**src/rtl/hps_pkg.sv**
```systemverilog
package hps_pkg;

  // Events handed from the interval meter to the output timer.
  typedef struct packed {
    logic fire;   // a rise closed a valid interval
    logic drop;   // the interval counter saturated
  } hps_evt_t;

  // Bits needed to count the longest interval without wrapping.
  function automatic int count_bits(input int clk_hz, input int min_hz);
    return $clog2(clk_hz / min_hz + 1);
  endfunction

endpackage

```
**src/rtl/hps_edge_detect.sv**
```systemverilog
module hps_edge_detect #(
  parameter int SYNC_STAGES = 2
) (
  input  logic clk,
  input  logic rst_n,
  input  logic async_in,
  output logic rise
);
  // sh[SYNC_STAGES-1] is the synchronized level; sh[SYNC_STAGES] is its delay.
  logic [SYNC_STAGES:0] sh;

  always_ff @(posedge clk or negedge rst_n) begin
    if (!rst_n) sh <= '0;
    else        sh <= {sh[SYNC_STAGES-1:0], async_in};
  end

  assign rise = sh[SYNC_STAGES-1] & ~sh[SYNC_STAGES];

  AST_RISE_SINGLE: assert property (@(posedge clk) disable iff (!rst_n)
    rise |=> !rise);

endmodule

```
**src/rtl/hps_period_meter.sv**
```systemverilog
module hps_period_meter
  import hps_pkg::*;
#(
  parameter int CNT_W = 25
) (
  input  logic             clk,
  input  logic             rst_n,
  input  logic             rise,
  output hps_evt_t         evt,
  output logic [CNT_W-1:0] half_len,
  output logic             locked
);
  localparam logic [CNT_W-1:0] CNT_MAX = '1;
  localparam logic [CNT_W-1:0] CNT_ONE = CNT_W'(1);

  function automatic logic [CNT_W-1:0] half_of(input logic [CNT_W-1:0] c);
    return c >> 1;
  endfunction

  logic             armed;
  logic [CNT_W-1:0] cnt;
  logic             at_max;

  assign at_max   = (cnt == CNT_MAX);
  assign evt.fire = rise & armed & ~at_max;
  assign evt.drop = armed & at_max;
  assign half_len = half_of(cnt);

  always_ff @(posedge clk or negedge rst_n) begin
    if (!rst_n) begin
      armed  <= 1'b0;
      cnt    <= '0;
      locked <= 1'b0;
    end else if (rise) begin
      armed  <= 1'b1;
      cnt    <= CNT_ONE;
      locked <= evt.fire;
    end else if (evt.drop) begin
      armed  <= 1'b0;
      locked <= 1'b0;
    end else if (armed) begin
      cnt <= cnt + CNT_ONE;
    end
  end

  AST_DONE_LOCKS: assert property (@(posedge clk) disable iff (!rst_n)
    evt.fire |=> locked);
  AST_SAT_UNLOCKS: assert property (@(posedge clk) disable iff (!rst_n)
    evt.drop |=> !locked);
  AST_NO_OVERFLOW: assert property (@(posedge clk) disable iff (!rst_n)
    (armed && !rise && !at_max) |=> (cnt == $past(cnt) + CNT_ONE));
  AST_RESTART: assert property (@(posedge clk) disable iff (!rst_n)
    rise |=> (cnt == CNT_ONE));

endmodule

```
**src/rtl/hps_high_gen.sv**
```systemverilog
module hps_high_gen
  import hps_pkg::*;
#(
  parameter int CNT_W = 25
) (
  input  logic             clk,
  input  logic             rst_n,
  input  hps_evt_t         evt,
  input  logic [CNT_W-1:0] half_len,
  output logic             pulse_out
);
  localparam logic [CNT_W-1:0] CNT_ONE = CNT_W'(1);

  logic [CNT_W-1:0] hrem;
  logic             load;

  assign load = evt.fire & (half_len != '0);

  always_ff @(posedge clk or negedge rst_n) begin
    if (!rst_n) begin
      pulse_out <= 1'b0;
      hrem      <= '0;
    end else if (evt.drop) begin
      pulse_out <= 1'b0;
      hrem      <= '0;
    end else if (load) begin
      pulse_out <= 1'b1;
      hrem      <= half_len;
    end else if (pulse_out) begin
      if (hrem == CNT_ONE) begin
        pulse_out <= 1'b0;
        hrem      <= '0;
      end else begin
        hrem <= hrem - CNT_ONE;
      end
    end
  end

  AST_FIRE_RAISES: assert property (@(posedge clk) disable iff (!rst_n)
    load |=> pulse_out);
  AST_RELOAD: assert property (@(posedge clk) disable iff (!rst_n)
    (pulse_out && load) |=> (hrem == $past(half_len)));
  AST_DROP_LOW: assert property (@(posedge clk) disable iff (!rst_n)
    evt.drop |=> !pulse_out);
  AST_HOLD_HIGH: assert property (@(posedge clk) disable iff (!rst_n)
    (pulse_out && hrem > CNT_ONE && !evt.drop) |=> pulse_out);

endmodule

```
**src/rtl/half_period_stretcher.sv**
```systemverilog
module half_period_stretcher
  import hps_pkg::*;
#(
  parameter int CLK_HZ      = 60_000_000,
  parameter int MIN_TRIG_HZ = 2,
  parameter int SYNC_STAGES = 2
) (
  input  logic clk,
  input  logic rst_n,
  input  logic trig_in,
  output logic pulse_out,
  output logic lock_ok
);
  localparam int CNT_W = count_bits(CLK_HZ, MIN_TRIG_HZ);

  // Internal events brought out as named wires.
  logic             rise_evt;
  hps_evt_t         meter_evt;
  logic [CNT_W-1:0] half_len;

  hps_edge_detect #(.SYNC_STAGES(SYNC_STAGES)) u_edge (
    .clk      (clk),
    .rst_n    (rst_n),
    .async_in (trig_in),
    .rise     (rise_evt)
  );

  hps_period_meter #(.CNT_W(CNT_W)) u_meter (
    .clk      (clk),
    .rst_n    (rst_n),
    .rise     (rise_evt),
    .evt      (meter_evt),
    .half_len (half_len),
    .locked   (lock_ok)
  );

  hps_high_gen #(.CNT_W(CNT_W)) u_gen (
    .clk       (clk),
    .rst_n     (rst_n),
    .evt       (meter_evt),
    .half_len  (half_len),
    .pulse_out (pulse_out)
  );

  AST_OUT_NEEDS_LOCK: assert property (@(posedge clk) disable iff (!rst_n)
    pulse_out |-> lock_ok);

endmodule

```
**config.mk**
```make
export PLATFORM = sky130hd
export DESIGN_NAME = half_period_stretcher
export DESIGN_NICKNAME = d
export VERILOG_FILES = /design/src/rtl/hps_pkg.sv /design/src/rtl/hps_edge_detect.sv /design/src/rtl/hps_period_meter.sv /design/src/rtl/hps_high_gen.sv /design/src/rtl/half_period_stretcher.sv
export SDC_FILE = /design/constraint.sdc
export NUM_CORES = 1
export LEC_CHECK = 0
export CAP_MARGIN = 20
export CORE_ASPECT_RATIO = 1.25
export CORE_MARGIN = 5
export CORE_UTILIZATION = 55
export DETAILED_ROUTE_END_ITERATION = 7
export DONT_BUFFER_PORTS = 1
export GPL_ROUTABILITY_DRIVEN = 0
export PLACE_DENSITY = 0.71
export REMOVE_ABC_BUFFERS = 1
export SLEW_MARGIN = 20
export SYNTH_ARGS = -nofsm -noshare
export SYNTH_HDL_FRONTEND = slang
export SYNTH_SLANG_ARGS = --single-unit
```
**constraint.sdc**
```tcl
create_clock -name clk -period 2.2 [get_ports clk]
set_clock_uncertainty 0.05 [all_clocks]
set_input_delay 0.44 -clock clk [delete_from_list [all_inputs] [get_ports clk]]
set_output_delay 0.44 -clock clk [all_outputs]
set_load 0.005 [all_outputs]
```
# Yosys cells after proc, flatten, opt, wreduce, memory -nomap -nowiden
# Index checks and enable logic that the tools add are counted.
# word_totals
ff_bits	56
input_bits	3
out_inout_bits	2
elab_cells	37
# op_classes
add_sub_neg	2
n_eq_ne	3
mux	14
bitwise	7
n_reduce_logical	5
# op_table
cell	count
two-way mux 25 bit	7
adder 25 x 1 -> 25 bit, second input constant	1
== test 25 x 1 -> 1 bit, second input constant	1
== test 25 bit, second input constant	1
nonzero test 25 bit	1
subtractor 25 x 1 -> 25 bit, second input constant	1
two-way mux 1 bit	7
bitwise AND 1 bit	5
nonzero test 2 bit	2
nonzero test 3 bit	1
!= test 2 x 1 -> 1 bit, second input constant	1
inverter 1 bit	2
AND reduction 2 bit	1

# Logic depth before layout (Yosys ltp)
# Gate-level depths: netlist of the first run.
# logic_depth
word_depth	7
ltp_mapped	8
mapped_depth_nobuf	7

# Modules after synthesis
# From an unflattened synthesis of the first run, not the netlist that was laid out.
# unflattened
cells_unflattened	400
hier_area_um2	3579.7
# modules_own_cells
mod	instances	cells_each	area_per_inst_um2	seq_area_each_um2
hps_high_gen	1	221	1839.3	650.6
hps_period_meter	1	175	1651.6	675.6
hps_edge_detect	1	4	88.8	75.1

# Worst setup path before layout of the first run
# OpenSTA, ideal clock, no wires.
# synth_path
path_kind	register to register
start	reg u_gen.hrem[1]
end	reg u_gen.hrem[11]
setup_time_ns	0.122
arrival_time_ns	1.859
required_ns	2.028
slack_ns	0.169
path_stages_with_launch	8
n_path_buf	1
synth_period_minus_slack_ns	2.031
cell_sequence	dfrtp_1 -> inv_1 -> ha_1 -> nor4b_2 -> nor3b_4 -> buf_4 -> nand3_1 -> a32o_1
# synth_between
elab_chain_cells	5
elab_cells_between_ends	6
classes_between	1 x add/sub; 1 x eq/ne; 4 x mux
# synth_rtl
item	line	text
start: declaration	hps_high_gen.sv:14	logic [CNT_W-1:0] hrem;
start signal: assignment	hps_high_gen.sv:28	hrem <= half_len;
start signal: assignment	hps_high_gen.sv:34	hrem <= hrem - CNT_ONE;
subtractor 25 x 1 -> 25 bit or == test 25 x 1 -> 1 bit (tied branches)	hps_high_gen.sv:34, hps_high_gen.sv:30	
two-way mux 25 bit *	hps_high_gen.sv:30	if (hrem == CNT_ONE) begin
two-way mux 25 bit *	hps_high_gen.sv:29	end else if (pulse_out) begin
two-way mux 25 bit *	hps_high_gen.sv:26	end else if (load) begin
two-way mux 25 bit *	hps_high_gen.sv:23	end else if (evt.drop) begin
# Every way passes the cells marked *; elsewhere a longest branch is shown, timed or not. The select of a mux whose other input is x is not followed.
# A chain may end at the register's enable or synchronous reset.

# Worst setup path in the final report of the first run
# layout_path
start	reg u_gen.hrem[7]
end	reg u_gen.hrem[11]
# The elaborated chain is that of the path after synthesis.

==> results of run 1 <==
-- worst min path at each step --
stage,to,depth (start not counted),slack (ns)
after global routing,u_edge.sh[0],0,0.07
after CTS,u_edge.sh[0],0,0.09
final,u_edge.sh[0],0,0.09
after floorplan,u_edge.sh[0],0,0.09
after global placement,u_meter.cnt[12],0,0.1
after detailed placement,u_meter.cnt[6],0,0.1
-- area by class of cell --
| class | instances | area (um^2) |
|---|---|---|
| Inverter | 10 | 37.5 |
| Sequential cell | 56 | 1400 |
| Tap cell | 85 | 106 |
| Fill cell | 551 | 2230 |
| Clock inverter | 2 | 15.0 |
| Timing Repair Buffer | 46 | 368 |
| Clock buffer | 6 | 82.6 |
| Multi-Input combinational cell | 281 | 1920 |
-- Yosys cell counts, drive strengths merged --
| master | count |
|---|---|
| dfrtp | 56 |
| o22ai | 3 |
| a21o | 1 |
| or2 | 1 |
| or4 | 14 |
| a2111oi | 4 |
| and4 | 5 |
| a32o | 2 |
| clkbuf | 11 |
| o31ai | 15 |
| and3b | 1 |
| nand3b | 1 |
| nor2b | 1 |
| nor3 | 10 |
| a32oi | 1 |
| o211ai | 2 |
| a211oi | 10 |
| nor4b | 3 |
| nor4 | 14 |
| o311a | 1 |
| or3 | 8 |
| nor2 | 19 |
| o31a | 2 |
| a22oi | 11 |
| nand4bb | 1 |
| inv | 10 |
| a21oi | 38 |
| o21a | 4 |
| nor3b | 1 |
| a31oi | 2 |
| mux2i | 4 |
| nand2 | 26 |
| and2 | 4 |
| nand2b | 2 |
| xnor2 | 7 |
| nand4 | 14 |
| o21ai | 13 |
| and3 | 3 |
| or2b | 1 |
| nand3 | 15 |
| ha | 3 |
| buf | 15 |
| o2bb2ai | 12 |
| xor2 | 2 |
-- sequential cells by signal, indices dropped and copies added (netlist names) --
| name | flops |
|---|---|
| u_meter.cnt | 25 |
| u_edge.sh | 3 |
| u_gen.pulse_out | 1 |
| u_meter.armed | 1 |
| u_gen.hrem | 25 |
| u_meter.locked | 1 |
-- timing repair --
| action | CTS | global route |
|---|---|---|
| hold buffers | 2 | 0 |
| pin swaps | 0 | 0 |
| setup endpoints to repair | 1 | 23 |
| resized for setup | 1 | 7 |
| buffers inserted | 0 | 1 |
| hold endpoints to repair | 56 | 0 |
-- metrics by stage --
step | util [%] | TNS, ns | total power, W
final | 63.8 | 0 | 0.00369
after global routing | 63.8 | -0.0307 | 0.00397
after CTS | 63.2 | 0 | 0.00366
after detailed placement | 61.0 | 0 | 0.00304
after global placement | 61.0 | 0 | 0.00301
after floorplan | - | -5.85 | 0.00252
-- power by group --
part | switching, W | leakage (nW) | internal, W | total (W)
clock network | 0.000340 | 0.0434 | 0.000256 | 0.000596
registers | 0.000292 | 0.729 | 0.00125 | 0.00154
logic | 0.000837 | 0.792 | 0.000714 | 0.00155
total | 0.00147 | 1.56 | 0.00222 | 0.00369
-- worst register-to-register path, delay by kind of cell, from the launching register on --
family,cells,cell delay [ns]
AOI/OAI and AO/OA,1,0.30
buffers and inverters,1,0.21
DFF,1,0.47
and+or+nand+nor,3,1.01
-- per-layer routing --
metal / GRT usage, % / vias up / routed length, um
met1: 31.7 / 1553 / 3740
met3: 3.20 / 28 / 462
li1: - / 1506 / -
met2: 39.5 / 99 / 4420
met5: 0 / - / 0
met4: 9.62 / 0 / 294
-- placed cells by master (no fill, tap or decap), types with 9 or more instances in the layout --
cell / instances
a21oi_1: 36
a22oi_1: 11
nand2_1: 26
a211oi_1: 10
o2bb2ai_1: 11
nor4_1: 9
nor3_1: 10
nor2_1: 18
buf_4: 44
nand4_1: 14
dfrtp_1: 55
nand3_1: 15
o21ai_0: 10
inv_1: 10
o31ai_1: 15
or4_1: 12
-- cell families (layout without fill, tap and decap cells) --
kind of cell | Yosys count | in the layout
compound gates | 121 | 121
xor+xnor | 9 | 9
fa+ha+maj | 3 | 3
buf+inv | 36 | 64
flops | 56 | 56
mux | 4 | 4
simple gates | 144 | 144
==> flow_summary_export.csv, run 1 <==
group,metric,value,unit
status,status,"finished clean",
placement,dp.cells,475,
timing,setup_ws,0.0660,ns
synth,syn-cell-area,3490,um^2
synth,synth.avg_cell_area,9.36,um^2
global_route,grt-ovfl-total,0,
timing,rsz0062_at_grt,"true",
global_route,grt_antenna_before_repair,0,
clocking,cts_tree,"built",
clocking,root_buffer,"clkbuf_8",
floorplanning,start_util,56.6,%
global_route,grt_pass1_wl,15200,um
timing,setup_viol,0,
global_route,grtUsageTotal,24.0,%
job,drv_cap,0,
worst_setup_path,end_kind,"register",
worst_setup_path,cpPeakStageDelay,0.58,ns
worst_setup_path,worst-path-buf-inv,1,
layout,num-nets-final,406,
clocking,clock-sinks,56,
timing,max_freq,469,MHz
drt,via_count,3186,
synth,synth_fa_ha_area_share,1.08,%
placement,io_buffers,0,
synth,yosysSeqAreaShare,40.2,%
layout,drive_gt1_share,19.0,%
worst_setup_path,worstPathArrival,2.29,ns
drt,routed_wl,8910,um
synth,yosysUniqueCellTypes,61,
drt,dr.pass1.iters,5,
synth,synthSimpleGateAreaFrac,25.5,%
worst_setup_path,cp-endpoint,"u_gen.hrem[11]",
synth,synthXorXnorAreaFrac,2.26,%
worst_setup_path,timing.rr.start,"u_gen.hrem[7]",
synth,synth_top_family_by_area,"simple AND/OR/NAND/NOR gates",
layout,stdcell_count,486,
clocking,clock_path_buffers,2,
power,p_per_area,938,nW/um^2
layout,design_area,3930,um^2
drt,wire_per_inst,18.3,um
drt,viasPerCell,6.56,
worst_setup_path,crit_chain,"or4_4 > nor3b_4 > buf_4 > nand3_1 > a32o_1",
clocking,htree_levels,2,
worst_setup_path,reg2regPathDepth,5,
timing,fin_crit_sh,97.0,%
global_route,grt_pass1_vias,3068,
worst_setup_path,required,2.36,ns
clocking,cts_made_buffers,5,
timing,layout_min_cycle_time,2.13,ns
floorplanning,floorplan.rows,32,
synth,synth_mux_area_share,1.15,%
worst_setup_path,cp_top_family,"simple AND/OR/NAND/NOR gates",
synth,ys_ff_latch,56,
floorplanning,die_area,8050,um^2
timing,tightest_slew,0.755,ns
power,leakage,1.56,nW
synth,yosys-top-cells-area,"dfrtp_1, a21oi_1, o31ai_1",
worst_setup_path,crit_path_max_fanout,8,
hold_path,hold_start,"trig_in",
worst_setup_path,reg2reg_slack,0.07,ns
floorplanning,die_y,99.1,um
clocking,clk_latency,0.31,ns
timing,fin_hold_ws,0.0934,ns
synth,synthCells,373,
placement,dp_slack,0.0372,ns
global_route,grt_max_degree,57,
floorplanning,die_x,81.2,um
floorplanning,coreArea,6170,um^2
worst_setup_path,path_class,"reg -> reg",
worst_setup_path,startpoint_type,"register",
drt,post-route-drc-count,0,
timing,slew_headroom,49.7,%
worst_setup_path,r2r-end,"u_gen.hrem[11]",
placement,dp_hpwl,6540,um
timing,drv_slew,0,
worst_setup_path,cp_slowest_cell,"or4_4",
synth,yosysWarningCount,0,
drt,drtAntennaViolNets,0,
floorplanning,ios,5,
power,peakVddDrop,582,uV
synth,yosysTopAreaCellShare,40.2,%
clocking,clk_pin_slew,0.10,ns
layout,areaGrowthSynthToFinish,12.7,%
hold_path,hold_path.class,"in -> reg",
worst_setup_path,path_depth,5,
drt,drt_first_iter_violations,202,
synth,synth_compound_area_share,24.2,%
layout,diodes,0,
synth,yosysTopAreaCell,"dfrtp_1",
placement,dpl_cell_area,3760,um^2
timing,hold_viol,0,
worst_setup_path,crit_path_start,"u_gen.hrem[7]",
Power figures use the tool's default switching activity.
==> run 2, diff against run 1 <==
--- a/config.mk
+++ b/config.mk
@@ -12,7 +12,7 @@
 export DETAILED_ROUTE_END_ITERATION = 7
 export DONT_BUFFER_PORTS = 1
 export GPL_ROUTABILITY_DRIVEN = 0
-export PLACE_DENSITY = 0.71
+export PLACE_DENSITY = 0.68
 export REMOVE_ABC_BUFFERS = 1
 export SLEW_MARGIN = 20
 export SYNTH_ARGS = -nofsm -noshare
==> constraint.sdc (replaced) <==
create_clock -name clk -period 2.6 [get_ports clk]
set_clock_uncertainty 0.05 [all_clocks]
set_input_delay 0.52 -clock clk [delete_from_list [all_inputs] [get_ports clk]]
set_output_delay 0.52 -clock clk [all_outputs]
set_load 0.005 [all_outputs]
==> flow_summary_export.csv, run 2 (synthesized netlist as in run 1, its figures left out) <==
group,metric,value,unit
status,status,"finished clean",
power,peakVddDrop,571,uV
timing,layout_min_cycle_time,2.35,ns
floorplanning,floorplan.rows,32,
clocking,cts_made_buffers,5,
clocking,clk_pin_slew,0.10,ns
timing,fin_crit_sh,90.5,%
drt,via_count,3105,
power,leakage,1.42,nW
clocking,clk_latency,0.31,ns
worst_setup_path,reg2reg_slack,0.25,ns
timing,setup_ws,0.246,ns
global_route,grt_pass1_vias,2873,
timing,rsz0062_at_grt,"false",
global_route,grt_antenna_before_repair,0,
worst_setup_path,end_kind,"register",
clocking,cts_tree,"built",
power,p_per_area,827,nW/um^2
placement,dp_slack,0.264,ns
clocking,htree_levels,2,
hold_path,hold_path.class,"in -> async",
job,drv_cap,0,
clocking,post-cts-setup-buffer-count,0,
timing,max_freq,425,MHz
timing,drv_slew,0,
drt,drt_first_iter_violations,167,
drt,post-route-drc-count,0,
layout,top_regs,"u_gen.hrem: 25 flops, u_meter.cnt: 25 flops, u_edge.sh: 3 flops",
drt,wire_per_inst,19.4,um
worst_setup_path,r2r-end,"u_gen.hrem[13]",
worst_setup_path,crit_path_max_fanout,14,
drt,drtAntennaViolNets,0,
floorplanning,die_y,99.1,um
clocking,clock-sinks,56,
layout,diodes,0,
floorplanning,die_x,81.2,um
worst_setup_path,timing.rr.start,"u_meter.cnt[2]",
global_route,grt_pass1_wl,14400,um
floorplanning,die_area,8050,um^2
worst_setup_path,worstPathArrival,2.54,ns
timing,finalSetupTns,0,ns
worst_setup_path,required,2.79,ns
worst_setup_path,startpoint_type,"register",
global_route,grtUsageTotal,22.9,%
layout,final_cell_mix,"dfrtp_1, a21oi_1, nand2_1",
placement,io_buffers,0,
floorplanning,start_util,56.6,%
layout,areaGrowthSynthToFinish,5.52,%
global_route,grt_max_degree,57,
timing,tightest_slew,0.743,ns
placement,dp_hpwl,6300,um
layout,mostFrequentLayoutCell,"dfrtp_1",
clocking,clock_path_buffers,2,
timing,slew_headroom,49.2,%
timing,hold_viol,0,
layout,num-nets-final,376,
clocking,root_buffer,"clkbuf_8",
floorplanning,coreArea,6170,um^2
drt,routed_wl,8840,um
worst_setup_path,path_class,"reg -> reg",
timing,setup_viol,0,
drt,viasPerCell,6.82,
layout,drive_gt1_share,11.6,%
drt,dr.pass1.iters,5,
floorplanning,ios,5,
global_route,grt-ovfl-total,0,
worst_setup_path,reg2regPathDepth,5,
==> run 2: changes by cell type in the layout (fill, tap and decap cells not counted), sizes merged <==
cell         before  now
clkinvlp          2    0
clkbuf            6    7
buf              45   16
dlygate4sd3       1    0
==> run 2: through the flow <==
step / util (%) / cells / hold slack, ns / total power (W) / area (um^2)
after floorplan: - / 347 / 0.174 / 0.00213 / 3330
after global placement: 57.5 / 447 / 0.176 / 0.00248 / 3550
after CTS: 59.6 / 455 / 0.0192 / 0.00303 / 3670
after global routing: 59.7 / 455 / 0.00991 / 0.00324 / 3680
final: 59.7 / 455 / 0.00266 / 0.00304 / 3680
after detailed placement: 57.5 / 447 / 0.176 / 0.00249 / 3550
==> run 2: critical path, stage by stage, from the launching register on <==
cell	delay [ns]
dfrtp_1	0.52
nor4_1	0.53
nand4_1	0.21
o21a_1	0.36
o21a_2	0.38
o2bb2ai_1	0.21
==> run 2: repair_timing <==
action | 4_1_cts | 5_1_grt
setup endpoints to repair | 0 | 6
gates resized for setup | 0 | 2
hold endpoints to repair | 56 | 0
hold buffers | 1 | 0
==> run 2: area by class of cell <==
cell class                      instances  area, um^2
Multi-Input combinational cell        281        1900
Fill cell                             567        2480
Tap cell                               85         106
Inverter                               10        37.5
Timing Repair Buffer                   16         140
Sequential cell                        56        1400
Clock buffer                            7        96.3
==> run 2: worst max path at each step <==
stage          slack (ns)      startpoint             end  cells after the start
2_1_floorplan        0.12  u_meter.cnt[5]  u_gen.hrem[11]                      5
3_3_place_gp         0.25  u_meter.cnt[2]  u_gen.hrem[15]                      5
3_5_place_dp         0.26  u_meter.cnt[1]   u_gen.hrem[4]                      6
4_1_cts              0.26  u_meter.cnt[1]   u_gen.hrem[4]                      6
5_1_grt              0.09  u_meter.cnt[1]   u_gen.hrem[0]                      7
6_report             0.25  u_meter.cnt[2]  u_gen.hrem[13]                      5
==> run 2: routing by layer <==
metal	GRT usage (%)	share of wire, %	up-vias
met2	38.6	51	98
met5	0	0	-
met4	7.02	2.4	0
met3	3.66	4.2	21
li1	-	-	1447
met1	29.8	42	1539
==> run 2: where the power goes <==
| part | switching, W | internal [W] | total (W) | leakage [nW] |
|---|---|---|---|---|
| logic | 0.000662 | 0.000525 | 0.00119 | 0.635 |
| clock network | 0.000282 | 0.000238 | 0.000520 | 0.0503 |
| registers | 0.000282 | 0.00106 | 0.00134 | 0.731 |
==> run 3, diff against run 2 <==
--- a/config.mk
+++ b/config.mk
@@ -9,11 +9,11 @@
 export CORE_ASPECT_RATIO = 1.25
 export CORE_MARGIN = 5
 export CORE_UTILIZATION = 55
+export CTS_CLUSTER_SIZE = 30
 export DETAILED_ROUTE_END_ITERATION = 7
 export DONT_BUFFER_PORTS = 1
 export GPL_ROUTABILITY_DRIVEN = 0
 export PLACE_DENSITY = 0.68
-export REMOVE_ABC_BUFFERS = 1
 export SLEW_MARGIN = 20
 export SYNTH_ARGS = -nofsm -noshare
 export SYNTH_HDL_FRONTEND = slang
==> flow_summary_export.csv, run 3 (synthesized netlist as in run 1, its figures left out) <==
group,metric,value,unit
timing,rsz0062_at_grt,"false",
layout,utilization,60.0,%
global_route,grtUsageTotal,23.2,%
drt,drt_first_iter_violations,181,
drt,wire_per_inst,18.7,um
timing,slew_headroom,31.3,%
layout,final_cell_mix,"dfrtp_1, a21oi_1, nand2_1",
global_route,grt_antenna_before_repair,0,
synth,synth_fp_nets,379,
drt,routed_wl,8600,um
hold_path,hold_path.class,"in -> async",
clocking,post-cts-setup-buffer-count,0,
layout,top_regs,"u_gen.hrem: 25 flops, u_meter.cnt: 25 flops, u_edge.sh: 3 flops",
layout,num-nets-final,381,
timing,fin_crit_sh,92.5,%
clocking,clk_pin_slew,0.11,ns
layout,mostFrequentLayoutCell,"dfrtp_1",
power,p_per_area,806,nW/um^2
clocking,clock-sinks,56,
drt,post-route-drc-count,0,
drt,drtAntennaViolNets,0,
power,leakage,1.43,nW
floorplanning,start_util,56.6,%
global_route,grt_pass1_vias,3092,
placement,io_buffers,0,
worst_setup_path,cpPeakStageDelay,0.82,ns
power,peakVddDrop,323,uV
worst_setup_path,startpoint_type,"register",
worst_setup_path,path_class,"reg -> reg",
power,power.total,0.00298,W
clocking,holdBufCountCts,1,
worst_setup_path,worstPathArrival,2.60,ns
drt,viasPerCell,6.56,
drt,dr.pass1.iters,4,
clocking,htree_levels,2,
clocking,clk_latency,0.31,ns
clocking,root_buffer,"clkbuf_8",
worst_setup_path,reg2regPathDepth,6,
job,drv_cap,0,
timing,drv_slew,0,
floorplanning,die_area,8050,um^2
floorplanning,die_y,99.1,um
clocking,ctsResizeCount,0,
global_route,grt-ovfl-total,0,
floorplanning,ios,5,
worst_setup_path,cpMostUsedCell,"a21oi_1",
timing,finalSetupTns,0,ns
worst_setup_path,cp_slowest_cell,"a21oi_1",
worst_setup_path,end_kind,"register",
timing,hold_viol,0,
global_route,grt_pass1_wl,14800,um
worst_setup_path,crit_chain,"ha_1 > nand3_1 > nor4_4 > a21oi_1 > a22oi_1 > a21oi_1",
clocking,clock_path_buffers,2,
floorplanning,floorplan.rows,32,
drt,via_count,3025,
layout,areaGrowthSynthToFinish,5.99,%
timing,max_freq,416,MHz
timing,layout_min_cycle_time,2.41,ns
floorplanning,coreArea,6170,um^2
clocking,cts_made_buffers,5,
floorplanning,die_x,81.2,um
worst_setup_path,required,2.79,ns
clocking,cts_tree,"built",
timing,tightest_slew,1.03,ns
layout,drive_gt1_share,12.0,%
worst_setup_path,crit_path_max_fanout,11,
global_route,grt_max_degree,57,
timing,setup_viol,0,
status,status,"finished clean",
layout,diodes,0,
placement,dp_hpwl,6250,um
==> run 3: layout make-up <==
class / instances / area (um^2)
fill: 569 / 2470
multi-input combinational: 281 / 1890
sequential: 56 / 1400
timing repair buffer: 21 / 178
tap: 85 / 106
clock buffer: 7 / 76.3
inverter: 10 / 37.5
clock inverter: 1 / 8.76
==> run 3: stage by stage <==
step | instances | instance area, um^2 | setup WS (ns) | hold WS, ns
finish | 461 | 3700 | 0.194 | 0.00201
global route | 461 | 3700 | 0.0166 | 0.0150
CTS | 461 | 3700 | 0.260 | 0.0194
detailed placement | 452 | 3590 | 0.275 | 0.176
global placement | 452 | 3590 | 0.314 | 0.176
floorplan | 373 | 3490 | 0.569 | 0.174
==> run 3: final timing paths <==
path | from | to | slack, ns
max | u_meter.cnt[1] | u_gen.hrem[20] | 0.19
min | rst_n | u_gen.hrem[2] | 0.002
max reg2reg | u_meter.cnt[1] | u_gen.hrem[20] | 0.19
min reg2reg | u_edge.sh[0] | u_edge.sh[1] | 0.31
max in group asynchronous | rst_n | u_meter.cnt[0] | 2.24
min in group clk | trig_in | u_edge.sh[0] | 0.18
==> run 3: per-layer routing <==
layer / part of all wire [%] / wire [um] / GRT usage, % / up-vias
li1: - / - / - / 1456
met1: 42 / 3610 / 30.1 / 1465
met2: 52 / 4490 / 40.0 / 94
met3: 4.6 / 398 / 2.93 / 10
met4: 1.3 / 110 / 6.89 / 0
met5: 0 / 0 / 0 / -
==> run 3: power breakdown <==
| group | switching [W] | internal, W | total, W | leakage, nW |
|---|---|---|---|---|
| clock network | 0.000282 | 0.000194 | 0.000476 | 0.0424 |
| logic | 0.000659 | 0.000525 | 0.00118 | 0.660 |
| registers | 0.000266 | 0.00106 | 0.00132 | 0.731 |
| total | 0.00121 | 0.00177 | 0.00298 | 1.43 |
==> run 3: critical path: cells and delay by family, from the launching register on <==
kind | cells | cell delay, ns
AO/OA/AOI/OAI | 3 | 1.31
adder cells (fa/ha/maj) | 1 | 0.26
flip-flops | 1 | 0.46
AND/OR/NAND/NOR | 2 | 0.26
